==> src/rtl/atx_pkg.sv <==
package atx_pkg;
  // Control word layout, bit 0 at the bottom
  typedef struct packed {
    logic mp_flag;   // [5]
    logic mp_mode;   // [4]
    logic par_odd;   // [3]
    logic len_long;  // [2]
    logic par_en;    // [1]
    logic two_stop;  // [0]
  } atx_cfg_t;

  localparam int CFG_W = $bits(atx_cfg_t);
endpackage

==> src/rtl/atx_cfg.sv <==
module atx_cfg
  import atx_pkg::*;
(
  input  logic             clk,
  input  logic             rst_n,
  input  logic             we,
  input  logic [CFG_W-1:0] wdata,
  output atx_cfg_t         cfg
);
  atx_cfg_t wd;
  logic     flag_q;

  assign wd = atx_cfg_t'(wdata);

  always_ff @(posedge clk or negedge rst_n) begin
    if (!rst_n) begin
      cfg.mp_mode  <= 1'b0;
      cfg.par_odd  <= 1'b0;
      cfg.len_long <= 1'b0;
      cfg.par_en   <= 1'b0;
      cfg.two_stop <= 1'b0;
    end else if (we) begin
      cfg.mp_mode  <= wd.mp_mode;
      cfg.par_odd  <= wd.par_odd;
      cfg.len_long <= wd.len_long;
      cfg.par_en   <= wd.par_en;
      cfg.two_stop <= wd.two_stop;
    end
  end

  // Flag value has no defined reset state
  always_ff @(posedge clk) begin
    if (we) flag_q <= wd.mp_flag;
  end

  assign cfg.mp_flag = flag_q;
endmodule

==> src/rtl/atx_hold.sv <==
module atx_hold #(
  parameter int DATA_W = 8
) (
  input  logic              clk,
  input  logic              rst_n,
  input  logic              in_valid,
  input  logic [DATA_W-1:0] in_data,
  output logic              in_ready,
  input  logic              take,
  output logic [DATA_W-1:0] data_q,
  output logic              full
);
  assign in_ready = !full;

  always_ff @(posedge clk or negedge rst_n) begin
    if (!rst_n) begin
      full   <= 1'b0;
      data_q <= '0;
    end else if (in_valid && in_ready) begin
      full   <= 1'b1;
      data_q <= in_data;
    end else if (take) begin
      full   <= 1'b0;
    end
  end


  acc_sets_full_chk: assert property (@(posedge clk) disable iff (!rst_n)
    (in_valid && in_ready) |=> full);


  hold_stable_chk: assert property (@(posedge clk) disable iff (!rst_n)
    (full && !take) |=> (full && $stable(data_q)));
endmodule

==> src/rtl/atx_framer.sv <==
module atx_framer
  import atx_pkg::*;
#(
  parameter int DATA_W  = 8,
  parameter int FRAME_W = DATA_W + 4,
  parameter int CNT_W   = $clog2(FRAME_W + 1)
) (
  input  atx_cfg_t           cfg,
  input  logic [DATA_W-1:0]  data,
  output logic [FRAME_W-1:0] frame,
  output logic [CNT_W-1:0]   nbits
);
  logic [CNT_W-1:0] nd;
  logic [CNT_W-1:0] pos;
  logic             par;

  always_comb begin
    frame    = '1;
    frame[0] = 1'b0;
    nd       = cfg.len_long ? CNT_W'(DATA_W) : CNT_W'(DATA_W - 1);
    par      = cfg.par_odd;
    for (int i = 0; i < DATA_W; i++) begin
      if (CNT_W'(i) < nd) begin
        frame[i+1] = data[i];
        par        = par ^ data[i];
      end
    end
    pos = nd + CNT_W'(1);
    if (cfg.mp_mode) begin
      frame[pos] = cfg.mp_flag;
      pos        = pos + CNT_W'(1);
    end else if (cfg.par_en) begin
      frame[pos] = par;
      pos        = pos + CNT_W'(1);
    end
    nbits = pos + (cfg.two_stop ? CNT_W'(2) : CNT_W'(1));
  end
endmodule

==> src/rtl/atx_shifter.sv <==
module atx_shifter #(
  parameter int FRAME_W = 12,
  parameter int CNT_W   = $clog2(FRAME_W + 1)
) (
  input  logic               clk,
  input  logic               rst_n,
  input  logic               tick,
  input  logic               full,
  input  logic [FRAME_W-1:0] frame,
  input  logic [CNT_W-1:0]   nbits,
  output logic               take,
  output logic               busy,
  output logic               txd
);
  logic [FRAME_W-1:0] sr;
  logic [CNT_W-1:0]   cnt;
  logic               last;

  assign last = (cnt == CNT_W'(1));
  assign take = tick && full && (!busy || last);
  assign txd  = busy ? sr[0] : 1'b1;

  always_ff @(posedge clk or negedge rst_n) begin
    if (!rst_n) begin
      busy <= 1'b0;
      sr   <= '1;
      cnt  <= '0;
    end else if (tick) begin
      if (take) begin
        sr   <= frame;
        cnt  <= nbits;
        busy <= 1'b1;
      end else if (busy) begin
        if (last) busy <= 1'b0;
        sr  <= {1'b1, sr[FRAME_W-1:1]};
        cnt <= cnt - CNT_W'(1);
      end
    end
  end


  start_on_tick_chk: assert property (@(posedge clk) disable iff (!rst_n)
    $rose(busy) |-> $past(tick));


  hold_bit_chk: assert property (@(posedge clk) disable iff (!rst_n)
    (busy && !tick) |=> (busy && $stable(txd)));
endmodule

==> src/rtl/async_frame_tx.sv <==
module async_frame_tx
  import atx_pkg::*;
#(
  parameter int DATA_W = 8
) (
  input  logic              clk,
  input  logic              rst_n,
  input  logic              ctl_we,
  input  logic [CFG_W-1:0]  ctl_wdata,
  input  logic              tx_valid,
  input  logic [DATA_W-1:0] tx_data,
  output logic              tx_ready,
  input  logic              cts_n,
  input  logic              bit_tick,
  output logic              tdr_empty,
  output logic              txd
);
  localparam int FRAME_W = DATA_W + 4;
  localparam int CNT_W   = $clog2(FRAME_W + 1);

  atx_cfg_t           cfg;
  logic [DATA_W-1:0]  hold_data;
  logic               hold_full;
  logic               take;
  logic               busy;
  logic [FRAME_W-1:0] frame;
  logic [CNT_W-1:0]   nbits;

  atx_cfg u_cfg (
    .clk(clk), .rst_n(rst_n), .we(ctl_we), .wdata(ctl_wdata), .cfg(cfg)
  );

  atx_hold #(.DATA_W(DATA_W)) u_hold (
    .clk(clk), .rst_n(rst_n), .in_valid(tx_valid), .in_data(tx_data),
    .in_ready(tx_ready), .take(take), .data_q(hold_data), .full(hold_full)
  );

  atx_framer #(.DATA_W(DATA_W), .FRAME_W(FRAME_W), .CNT_W(CNT_W)) u_framer (
    .cfg(cfg), .data(hold_data), .frame(frame), .nbits(nbits)
  );

  atx_shifter #(.FRAME_W(FRAME_W), .CNT_W(CNT_W)) u_shf (
    .clk(clk), .rst_n(rst_n), .tick(bit_tick), .full(hold_full),
    .frame(frame), .nbits(nbits), .take(take), .busy(busy), .txd(txd)
  );

  assign tdr_empty = !hold_full && !cts_n;


  flen_chk: assert property (@(posedge clk) disable iff (!rst_n)
    (nbits >= CNT_W'(DATA_W + 1)) && (nbits <= CNT_W'(FRAME_W)));


  frame_starts_chk: assert property (@(posedge clk) disable iff (!rst_n)
    (hold_full && bit_tick && !busy) |=> (busy && !txd));
endmodule

==> config.mk <==
export PLATFORM = sky130hd
export DESIGN_NAME = async_frame_tx
export DESIGN_NICKNAME = d
export VERILOG_FILES = /design/src/rtl/atx_pkg.sv /design/src/rtl/atx_cfg.sv /design/src/rtl/atx_hold.sv /design/src/rtl/atx_framer.sv /design/src/rtl/atx_shifter.sv /design/src/rtl/async_frame_tx.sv
export SDC_FILE = /design/constraint.sdc
export NUM_CORES = 1
export LEC_CHECK = 0
export BUFFER_PORTS_ARGS = -buffer_cell sky130_fd_sc_hd__buf_2
export CORE_ASPECT_RATIO = 1.1
export CORE_MARGIN = 2
export CORE_UTILIZATION = 60
export CTS_CLUSTER_DIAMETER = 40
export CTS_CLUSTER_SIZE = 16
export DETAILED_ROUTE_END_ITERATION = 16
export PLACE_DENSITY = 0.84
export SLEW_MARGIN = 25
export SYNTH_ARGS = -nofsm -noshare
export SYNTH_HDL_FRONTEND = slang
export SYNTH_SLANG_ARGS = --single-unit
==> constraint.sdc <==
create_clock -name clk -period 5.05 [get_ports clk]
set_input_delay 0 -clock clk [delete_from_list [all_inputs] [get_ports clk]]
set_output_delay 0 -clock clk [all_outputs]
set_load 0.1 [all_outputs]
==> results of run 1 <==
-- how the worst max path moves through the flow --
stage	start	to	slack [ns]	depth (start not counted)
after floorplan	u_cfg.cfg[2]	u_shf.cnt[1]	3.15	8
after global placement	u_shf.cnt[1]	u_shf.cnt[1]	3.10	6
after detailed placement	u_cfg.cfg[2]	u_shf.cnt[1]	2.94	8
after CTS	u_cfg.cfg[2]	u_shf.cnt[1]	2.92	8
after global routing	u_shf.cnt[1]	u_shf.cnt[1]	2.86	6
final	u_shf.cnt[1]	u_shf.cnt[1]	2.98	6
-- flip-flops by register name, summed over array words and instances, names as in the netlist --
signal / count
u_cfg.flag_q: 1
u_shf.busy: 1
u_shf.cnt: 4
u_cfg.cfg: 5
u_hold.data_q: 8
u_hold.full: 1
u_shf.sr: 10
-- power groups by stage --
stage	registers (mW)	clock network (mW)	logic, mW
final	0.413	0.132	0.423
after global routing	0.426	0.149	0.463
after CTS	0.414	0.137	0.426
after detailed placement	0.418	0	0.411
after global placement	0.410	0	0.387
after floorplan	0.395	0	0.351
-- per-layer routing --
layer | GRT usage | vias up
met5 | 0 | -
met4 | 0.0842 | 0
met3 | 0.0785 | 2
met2 | 0.386 | 14
met1 | 0.299 | 536
li1 | - | 559
-- placed cells by master (no fill, tap or decap), types with 2 or more instances in the layout --
cell,instances
sky130_fd_sc_hd__nand2b_1,3
sky130_fd_sc_hd__dlygate4sd3_1,22
sky130_fd_sc_hd__buf_2,22
sky130_fd_sc_hd__mux2_2,12
sky130_fd_sc_hd__clkbuf_1,3
sky130_fd_sc_hd__inv_1,9
sky130_fd_sc_hd__mux2i_1,9
sky130_fd_sc_hd__o21ai_0,8
sky130_fd_sc_hd__o21ai_1,4
sky130_fd_sc_hd__clkbuf_4,5
sky130_fd_sc_hd__dfstp_2,10
sky130_fd_sc_hd__nand2_1,20
sky130_fd_sc_hd__a21oi_1,2
sky130_fd_sc_hd__ha_1,4
sky130_fd_sc_hd__xnor2_1,7
sky130_fd_sc_hd__dfrtp_1,19
sky130_fd_sc_hd__nor2_1,7
-- cells by family after synthesis --
| logic type | Yosys count | synth area share |
|---|---|---|
| AND/OR/NAND/NOR | 36 | 0.107 |
| flip-flops | 30 | 0.496 |
| XOR/XNOR | 9 | 0.0557 |
| adder cells (fa/ha/maj) | 5 | 0.0452 |
| multiplexers | 21 | 0.145 |
| buffers and inverters | 16 | 0.0541 |
| AO/OA/AOI/OAI | 23 | 0.0977 |
-- per-stage QoR --
stage	setup slack, ns	hold slack [ns]	utilization	total power [mW]
floorplan	3.15	-0.296	-	0.747
global placement	3.10	0.0495	0.670	0.797
detailed placement	2.94	0.0530	0.670	0.829
CTS	2.92	0.228	0.779	0.976
global route	2.86	0.261	0.779	1.04
finish	2.98	0.222	0.779	0.968
-- layout make-up --
cell class              instances  area share
inverters                       9      0.0175
multi-input cells              94       0.363
clock buffers                   8      0.0253
well taps                      31      0.0201
repair buffers                 45       0.175
flip-flops and latches         30       0.399
==> out/qor_table.md, run 1 <==
| Result | Reported |
|---|---|
| Post-Place Cells | 187 |
| TNS Setup | 0 ns |
| Setup repair after global routing missed its margin | no |
| Num Clock Sinks | 30 |
| Setup Buffers After CTS | 0 |
| Post-route insts no fill | 217 |
| Post-CTS clock slew at the launch and capture registers of the worst setup and hold paths | 0.09 ns |
| Root buffer selected by CTS | sky130_fd_sc_hd__clkbuf_4 |
| Top-level port count | 23 |
| Sort of element at the start of the critical path | flip-flop |
| Final setup violation count | 0 |
| Max-slew violations | 0 |
| Path type of the worst setup path | flip-flop to flip-flop |
| Power density over the cells | 503 nW/um^2 |
| Commonest cells in the synthesized netlist | 20 x sky130_fd_sc_hd__nand2_1, 19 x sky130_fd_sc_hd__dfrtp_1, 12 x sky130_fd_sc_hd__mux2_2 |
| Max stage delay on crit path | 0.64 ns |
| Diode insertion count for antenna repair | 0 |
| Number of optimization iterations in the first detailed-route pass | 4 |
| Share of the yosys chip area belonging to registers | 0.496 |
| Fraction of registers with async set/reset | 0.967 |
| DP HPWL | 2040 um |
| Maximum number of pins on one net before global-route repair | 30 |
| Hold Path Class | input port to asynchronous set/reset pin |
| Routability congestion estimate | 0.838 |
| Standard-cell rows | 19 |
| Top Metal Used | met4 |
| Antenna violations before repair | 0 |
| Post-DP Area | 1660 sq um |
| Crit path max-delay family | compound AO/OA/AOI/OAI gates |
| Routed length on met1 | 1250 um |
| Count of vias placed by the detailed router | 1,111 |
| Maximum count of clock buffers along a single path | 2 |
| Top post-synthesis cells by area | sky130_fd_sc_hd__dfrtp_1 31%, sky130_fd_sc_hd__dfstp_2 17%, sky130_fd_sc_hd__mux2_2 8.7%, sky130_fd_sc_hd__mux2i_1 5.8%, sky130_fd_sc_hd__nand2_1 4.8% |
| CTS tree | done |
| Leading register cell type out of synthesis | sky130_fd_sc_hd__dfrtp_1 |
| Hold buffers post-CTS | 22 |
| X dimension of the die | 52.5 um |
| Internal portion of total power | 0.602 mW |
| Post-route ant nets | 0 |
| Area taken by flip-flops and latches | 768 sq um |
| Power share of the sequential group | 0.427 |
| Share of post-route cells with drive strength above 1 | 0.290 |
| Insertion delay to the later sink of the worst-skew pair | 0.33 ns |
| Crit Reg-Reg Endpoint | u_shf.cnt[1] |
| Filler cell count in the final layout | 166 |
| Endpoint arrival time on the critical path | 2.33 ns |
| Nets | 210 |
| Resize count post-CTS | 0 |
| Flip-flop and latch count after synthesis | 30 |
| CP Data Required Time | 5.31 ns |
| Remaining design rule violation count | 0 |
| Switching Fraction | 0.378 |
| Final wirelength | 2930 um |
| Post-synth top area share | 0.307 |
| DR WL/cell | 13.5 um |
| Length of routed met2 wiring | 1570 um |
| Global-route wire length before repair | 5150 um |
| Switching power | 0.366 mW |
| Per-instance average area after synthesis | 11.1 sq um |
| Starting density of the core | 0.627 |
| Number of buffers inserted by port buffering | 22 |
| Post-synth cell types | 35 |
| Worst-path cell with the longest stage delay | sky130_fd_sc_hd__o211a_1 |
| Critical-path cell list | inv_1, ha_1, nor3b_2, o211a_1, mux2_2, o21ai_1 |
| Proportion of power drawn by combinational gates | 0.437 |
| Final design area excluding fillers | 1930 sq um |
| Cell with the most instances after synthesis | sky130_fd_sc_hd__nand2_1 |
| Post-synth EDFFs | 1 |
| Met3 wire len | 89 um |
| Library cell with the largest summed area after synthesis | sky130_fd_sc_hd__dfrtp_1 |
| Cell Area, Synth | 1550 sq um |
| Peak Freq | 482 MHz |
| Setup Skew | 0.00898 ns |
| GRT overflow | 0 |
| Reg-to-reg startpoint | u_shf.cnt[1] |
| Number of violations of the max-capacitance limit | 0 |
| Reg-to-reg slack, setup | 2.98 ns |
| Post-Synthesis Net Count | 165 |
| Yosys Warn Count | 0 |
| Share of total power in the clock network | 0.136 |
| Number of cells on the worst reg-to-reg path | 6 |
| Via density | 5.12 |
| Area growth from synthesis to final layout | 24.2% |
| Final hold violations | 0 |
| Die area | 3010 sq um |
| Sort of element at the end of the critical path | flip-flop |
| Number of buffers created by CTS | 5 |
| Instance count of the mapped netlist | 140 |
| Status | finished, final reports clean |
| Pin slew with the least headroom to its limit | 0.718 ns |
| H-tree level count | 2 |
| Area taken by multi-input logic gates | 698 sq um |
| Max VDD drop | 0.415 mV |
| Static leakage | 0.858 nW |
| Min Clock Period, post-route | 2.07 ns |
| Part of the cycle the worst path needs | 0.411 |
| Largest fanout of any net on the critical path | 19 |
| Area of the placeable core | 2470 sq um |
| Tot GR Track Use | 0.239 |
| WP buf/inv | 1 |
| 1st-iter DRT viols | 29 |
| Via count of the first global-routing pass | 1,169 |
| Vertical die dimension | 57.3 um |
| Worst slew margin | 0.520 |
No activity file was read; power rests on OpenSTA's default activity.
==> inputs of run 2 (changes only) <==
CORE_UTILIZATION = 50   (was 60)
PLACE_DENSITY = 0.75   (was 0.84)
clock period = 1.86 ns   (was 5.05 ns; I/O delays follow)
==> out/qor_table.md, run 2 (synthesis gave the netlist of run 1 again) <==
| Result | Reported |
|---|---|
| Status | complete, but fails checks |
| Failing checks | setup timing |
| Diode insertion count for antenna repair | 0 |
| Maximum number of pins on one net before global-route repair | 30 |
| Number of buffers created by CTS | 5 |
| Static leakage | 0.892 nW |
| Switching power | 0.998 mW |
| Pin slew with the least headroom to its limit | 0.648 ns |
| Max VDD drop | 0.915 mV |
| Routed length on met1 | 1240 um |
| Post-CTS clock slew at the launch and capture registers of the worst setup and hold paths | 0.10 ns |
| Via density | 5.04 |
| Switching Fraction | 0.370 |
| GRT overflow | 0 |
| Share of total power in the clock network | 0.155 |
| Final design area excluding fillers | 2010 sq um |
| CP Data Required Time | 2.13 ns |
| Internal portion of total power | 1.70 mW |
| CTS tree | done |
| Final setup violation count | 1 |
| Final total power | 2.70 mW |
| Number of violations of the max-capacitance limit | 0 |
| DR WL/cell | 12.8 um |
| Power share of the sequential group | 0.411 |
| Setup Skew | 0.00895 ns |
| Min Clock Period, post-route | 1.95 ns |
| Nets | 217 |
| Part of the cycle the worst path needs | 1.05 |
| Standard-cell rows | 21 |
| Top-level port count | 23 |
| Length of routed met2 wiring | 1510 um |
| Via count of the first global-routing pass | 1,257 |
| Hold Path Class | input port to asynchronous set/reset pin |
| Worst slew margin | 0.568 |
| Num Clock Sinks | 30 |
| Number of optimization iterations in the first detailed-route pass | 4 |
| Proportion of power drawn by combinational gates | 0.434 |
| Met3 wire len | 82 um |
| Insertion delay to the later sink of the worst-skew pair | 0.33 ns |
| Worst Slack Setup Final | -0.0916 ns |
| Power density over the cells | 1340 nW/um^2 |
| Highest-count cells in the layout ignoring fill and taps | 22 x sky130_fd_sc_hd__dlygate4sd3_1, 22 x sky130_fd_sc_hd__buf_2, 20 x sky130_fd_sc_hd__nand2_1 |
| Endpoint arrival time on the critical path | 2.22 ns |
| Post-route ant nets | 0 |
| Final hold violations | 0 |
| DP HPWL | 1890 um |
| Top Metal Used | met4 |
| Flip-flop count of the largest register, all copies and words added | 10 |
| Max-slew violations | 0 |
| Area of the placeable core | 3000 sq um |
| 1st-iter DRT viols | 19 |
| X dimension of the die | 57.1 um |
| Critical path launch point | u_cfg.cfg[2] |
| Setup repair after global routing missed its margin | yes |
| Routability congestion estimate | 0.755 |
| Tot GR Track Use | 0.188 |
| Sort of element at the end of the critical path | flip-flop |
| Antenna violations before repair | 0 |
| Starting density of the core | 0.518 |
| Sort of element at the start of the critical path | flip-flop |
| Share of post-route cells with drive strength above 1 | 0.352 |
| Remaining design rule violation count | 0 |
| TNS Setup | -0.0916 ns |
| Largest Register | u_shf.sr |
| H-tree level count | 2 |
| Largest fanout of any net on the critical path | 2 |
| Post-DP Area | 1710 sq um |
| Peak Freq | 512 MHz |
| Registers with the most flip-flops | u_shf.sr x10, u_hold.data_q x8, u_cfg.cfg x5 |
| Reg-to-reg startpoint | u_cfg.cfg[2] |
| Count of vias placed by the detailed router | 1,145 |
| Final wirelength | 2910 um |
| Maximum count of clock buffers along a single path | 2 |
| Area growth from synthesis to final layout | 29.5% |
| Vertical die dimension | 62.4 um |
| Root buffer selected by CTS | sky130_fd_sc_hd__clkbuf_4 |
| Die area | 3560 sq um |
| Global-route wire length before repair | 5220 um |
| Number of buffers inserted by port buffering | 22 |
| Path type of the worst setup path | flip-flop to flip-flop |
run 2: timing repair:
item / CTS / global route
hold buffers: 22 / 0
pin swaps: 0 / 1
gates resized for setup: 0 / 4
setup endpoints to repair: 3 / 9
hold endpoints to repair: 36 / 0
buffers inserted: 0 / 0
run 2: area by class of cell:
| cell class | count | area (sq um) |
|---|---|---|
| multi-input combinational | 94 | 708 |
| clock buffer | 6 | 51.3 |
| tap | 34 | 42.5 |
| sequential | 30 | 769 |
| inverter | 9 | 33.8 |
| fill | 236 | 987 |
| clock inverter | 2 | 12.5 |
| timing repair buffer | 52 | 390 |
run 2: metal layers:
metal | GRT usage | vias up
met4 | 0.0988 | 0
met3 | 0.0476 | 9
met2 | 0.323 | 18
met5 | 0 | -
li1 | - | 577
met1 | 0.211 | 541
run 2: power groups by stage:
| stage | clock (mW) | sequential, mW | combinational [mW] |
|---|---|---|---|
| 5_1_grt | 0.463 | 1.15 | 1.27 |
| 6_report | 0.419 | 1.11 | 1.17 |
| 3_5_place_dp | 0 | 1.13 | 1.11 |
| 2_1_floorplan | 0 | 1.07 | 0.954 |
| 3_3_place_gp | 0 | 1.11 | 1.08 |
| 4_1_cts | 0.433 | 1.11 | 1.15 |
run 2: path summary, 6_finish.rpt:
check	endpoint	slack (ns)	cells after the start
max	u_shf.cnt[1]	-0.09	8
min	u_hold.data_q[5]	0.23	2
max reg2reg	u_shf.cnt[1]	-0.09	8
min reg2reg	u_shf.sr[1]	0.47	2
max in group asynchronous	u_cfg.cfg[2]	1.18	2
min in group clk	tdr_empty	0.38	3
run 2: metrics by stage:
stage | utilization | setup WS, ns | hold WS, ns | std cells
after global placement | 0.572 | 0.0106 | 0.0517 | 197
after global routing | 0.670 | -0.159 | 0.266 | 227
after floorplan | - | -0.0226 | -0.296 | 140
after detailed placement | 0.572 | -0.0491 | 0.0644 | 197
after CTS | 0.667 | -0.0655 | 0.229 | 227
final | 0.670 | -0.0916 | 0.226 | 227
run 2: critical path, stage by stage, from the launching register on:
cell,delay [ns]
sky130_fd_sc_hd__dfrtp_2,0.42
sky130_fd_sc_hd__ha_1,0.27
sky130_fd_sc_hd__inv_1,0.03
sky130_fd_sc_hd__mux2i_1,0.14
sky130_fd_sc_hd__ha_2,0.19
sky130_fd_sc_hd__inv_1,0.04
sky130_fd_sc_hd__fa_1,0.43
sky130_fd_sc_hd__mux2_4,0.27
sky130_fd_sc_hd__o21ai_2,0.11
==> inputs of run 3 (changes only) <==
ABC_AREA = 1   (was default)
==> out/qor_table.md, run 3 <==
| Result | Reported |
|---|---|
| Min Clock Period, post-route | 1.80 ns |
| Max VDD drop | 1.13 mV |
| Count of vias placed by the detailed router | 1,335 |
| Max-slew violations | 0 |
| Root buffer selected by CTS | sky130_fd_sc_hd__clkbuf_4 |
| Setup repair after global routing missed its margin | yes |
| Area growth from synthesis to final layout | 26.7% |
| Post-synth top area share | 0.313 |
| Library cell with the largest summed area after synthesis | sky130_fd_sc_hd__dfrtp_1 |
| Number of cells on the worst reg-to-reg path | 9 |
| Standard-cell rows | 21 |
| Sort of element at the end of the critical path | flip-flop |
| Share of post-route cells with drive strength above 1 | 0.228 |
| Number of optimization iterations in the first detailed-route pass | 4 |
| DP HPWL | 1990 um |
| Maximum number of pins on one net before global-route repair | 30 |
| Peak Freq | 555 MHz |
| 1st-iter DRT viols | 28 |
| Leading register cell type out of synthesis | sky130_fd_sc_hd__dfrtp_1 |
| X dimension of the die | 56.6 um |
| Power density over the cells | 1440 nW/um^2 |
| Largest fanout of any net on the critical path | 5 |
| Status | finished, final reports clean |
| CP Data Required Time | 2.08 ns |
| Maximum count of clock buffers along a single path | 2 |
| TNS Setup | 0 ns |
| Final design area excluding fillers | 1930 sq um |
| CTS tree | done |
| Hold Path Class | input port to flip-flop |
| Path type of the worst setup path | flip-flop to flip-flop |
| Reg-to-reg slack, setup | 0.06 ns |
| Global-route wire length before repair | 5110 um |
| Post-DP Area | 1670 sq um |
| Share of the yosys chip area belonging to registers | 0.505 |
| GRT overflow | 0 |
| Number of violations of the max-capacitance limit | 0 |
| Vertical die dimension | 61.9 um |
| Static leakage | 0.957 nW |
| Starting density of the core | 0.512 |
| Area of the placeable core | 2970 sq um |
| Antenna violations before repair | 0 |
| Largest Register | u_shf.sr |
| HP Start | ctl_we |
| End point of the worst hold path | u_cfg.cfg[3] |
| Top post-synthesis cells by area | sky130_fd_sc_hd__dfrtp_1 31%, sky130_fd_sc_hd__dfstp_2 17%, sky130_fd_sc_hd__nand2_1 8.4%, sky130_fd_sc_hd__inv_1 6.2%, sky130_fd_sc_hd__o21ai_0 5.3% |
| DR WL/cell | 11.8 um |
| Nets | 256 |
| Cell with the most instances after synthesis | sky130_fd_sc_hd__nand2_1 |
| Number of buffers inserted by port buffering | 22 |
| Final wirelength | 3140 um |
| Setup Skew | 0.0138 ns |
| Commonest cells in the synthesized netlist | 34 x sky130_fd_sc_hd__nand2_1, 25 x sky130_fd_sc_hd__inv_1, 20 x sky130_fd_sc_hd__nor2_1 |
| Commonest non-fill, non-tap cell in the layout | sky130_fd_sc_hd__nand2_1 |
| Post-synth cell types | 23 |
| Die area | 3500 sq um |
| Endpoint arrival time on the critical path | 2.02 ns |
| Post-Synthesis Net Count | 212 |
| Via density | 5.02 |
| Diode insertion count for antenna repair | 0 |
| Highest-count cells in the layout ignoring fill and taps | 34 x sky130_fd_sc_hd__nand2_1, 24 x sky130_fd_sc_hd__inv_1, 22 x sky130_fd_sc_hd__buf_2 |
| Post-route ant nets | 0 |
| Worst slew margin | 0.577 |
| Pin slew with the least headroom to its limit | 0.634 ns |
| Worst Slack Setup Final | 0.0567 ns |
| Post-synth EDFFs | 1 |
| Sort of element at the start of the critical path | flip-flop |
| Worst Hold Depth | 2 |
| Reg-to-reg startpoint | u_cfg.cfg[2] |
| Flip-flop count of the largest register, all copies and words added | 10 |
| Cell Area, Synth | 1520 sq um |
| Final hold violations | 0 |
| Routability congestion estimate | 0.745 |
| Fraction of registers with async set/reset | 0.967 |
| Top Metal Used | met4 |
| Final setup violation count | 0 |
| H-tree level count | 2 |
| Number of buffers created by CTS | 5 |
| Num Clock Sinks | 30 |
| Registers with the most flip-flops | u_shf.sr x10, u_hold.data_q x8, u_cfg.cfg x5 |
| Instance count of the mapped netlist | 187 |
| Part of the cycle the worst path needs | 0.969 |
| Via count of the first global-routing pass | 1,156 |
| Per-instance average area after synthesis | 8.14 sq um |
| Insertion delay to the later sink of the worst-skew pair | 0.34 ns |
| Routed length on met1 | 1400 um |
| Top-level port count | 23 |
| Post-CTS clock slew at the launch and capture registers of the worst setup and hold paths | 0.10 ns |
| Remaining design rule violation count | 0 |
| Length of routed met2 wiring | 1540 um |
| Critical path launch point | u_cfg.cfg[2] |
| Yosys Warn Count | 0 |
| Crit Reg-Reg Endpoint | u_shf.cnt[1] |
| Flip-flop and latch count after synthesis | 30 |
| Tot GR Track Use | 0.198 |
| Met3 wire len | 147 um |
| Pre-CTS setup slack | 0.0412 ns |
==> run 3: power breakdown <==
part	internal, mW	switching [mW]
registers	0.971	0.169
clock network	0.258	0.221
logic	0.398	0.761
total	1.63	1.15
==> run 3: how the worst max path moves through the flow <==
stage	to	slack [ns]	cells past startpoint
after CTS	u_shf.cnt[1]	0.05	9
after detailed placement	u_shf.cnt[1]	0.04	9
final	u_shf.cnt[1]	0.06	9
after floorplan	u_hold.data_q[2]	0.09	5
after global routing	u_shf.cnt[1]	-0.07	9
after global placement	u_shf.cnt[1]	0.11	9
==> run 3: through the flow <==
| stage | total power [mW] | hold slack (ns) | utilization | std cells |
|---|---|---|---|---|
| 2_1_floorplan | 2.02 | -0.296 | - | 187 |
| 3_3_place_gp | 2.24 | 0.0631 | 0.561 | 240 |
| 3_5_place_dp | 2.27 | 0.0575 | 0.561 | 240 |
| 4_1_cts | 2.78 | 0.00304 | 0.649 | 266 |
| 5_1_grt | 3.01 | 0.00731 | 0.649 | 266 |
| 6_report | 2.78 | 0.00298 | 0.649 | 266 |
==> run 3: area by class of cell <==
type,count,area [sq um]
clock buffer,8,78.8
inverter,28,105
tap,34,42.5
fill,254,1040
timing repair buffer,43,313
sequential,30,768
multi-input combinational,123,621
==> run 3: logic make-up after synthesis <==
kind of cell	count (synthesis)	synth area share
buf+inv	34	0.0888
simple gates	66	0.175
xor+xnor	1	0.00576
fa+ha+maj	5	0.0461
mux	2	0.0148
flops	30	0.505
compound gates	49	0.164
==> run 3: per-layer routing <==
layer	vias up	GRT usage
li1	689	-
met1	605	0.235
met2	36	0.341
met3	5	0.0621
met4	0	0.0816
met5	-	0
==> run 3: timing repair <==
action / 4_1_cts / 5_1_grt
endpoints found under the hold margin: 34 / 0
endpoints found under the setup margin: 0 / 2
hold buffers: 18 / 0
buffers inserted: 0 / 0
gates resized for setup: 0 / 3
==> run 3: worst max-delay path: stages, from the launching register on <==
cell and delay, ns:
sky130_fd_sc_hd__dfrtp_1 0.42, sky130_fd_sc_hd__ha_1 0.29, sky130_fd_sc_hd__nand2_1 0.05, sky130_fd_sc_hd__nand2_1 0.07, sky130_fd_sc_hd__ha_2 0.17, sky130_fd_sc_hd__inv_2 0.03
sky130_fd_sc_hd__fa_1 0.47, sky130_fd_sc_hd__nand2_1 0.05, sky130_fd_sc_hd__nand3_1 0.07, sky130_fd_sc_hd__o21ai_1 0.07
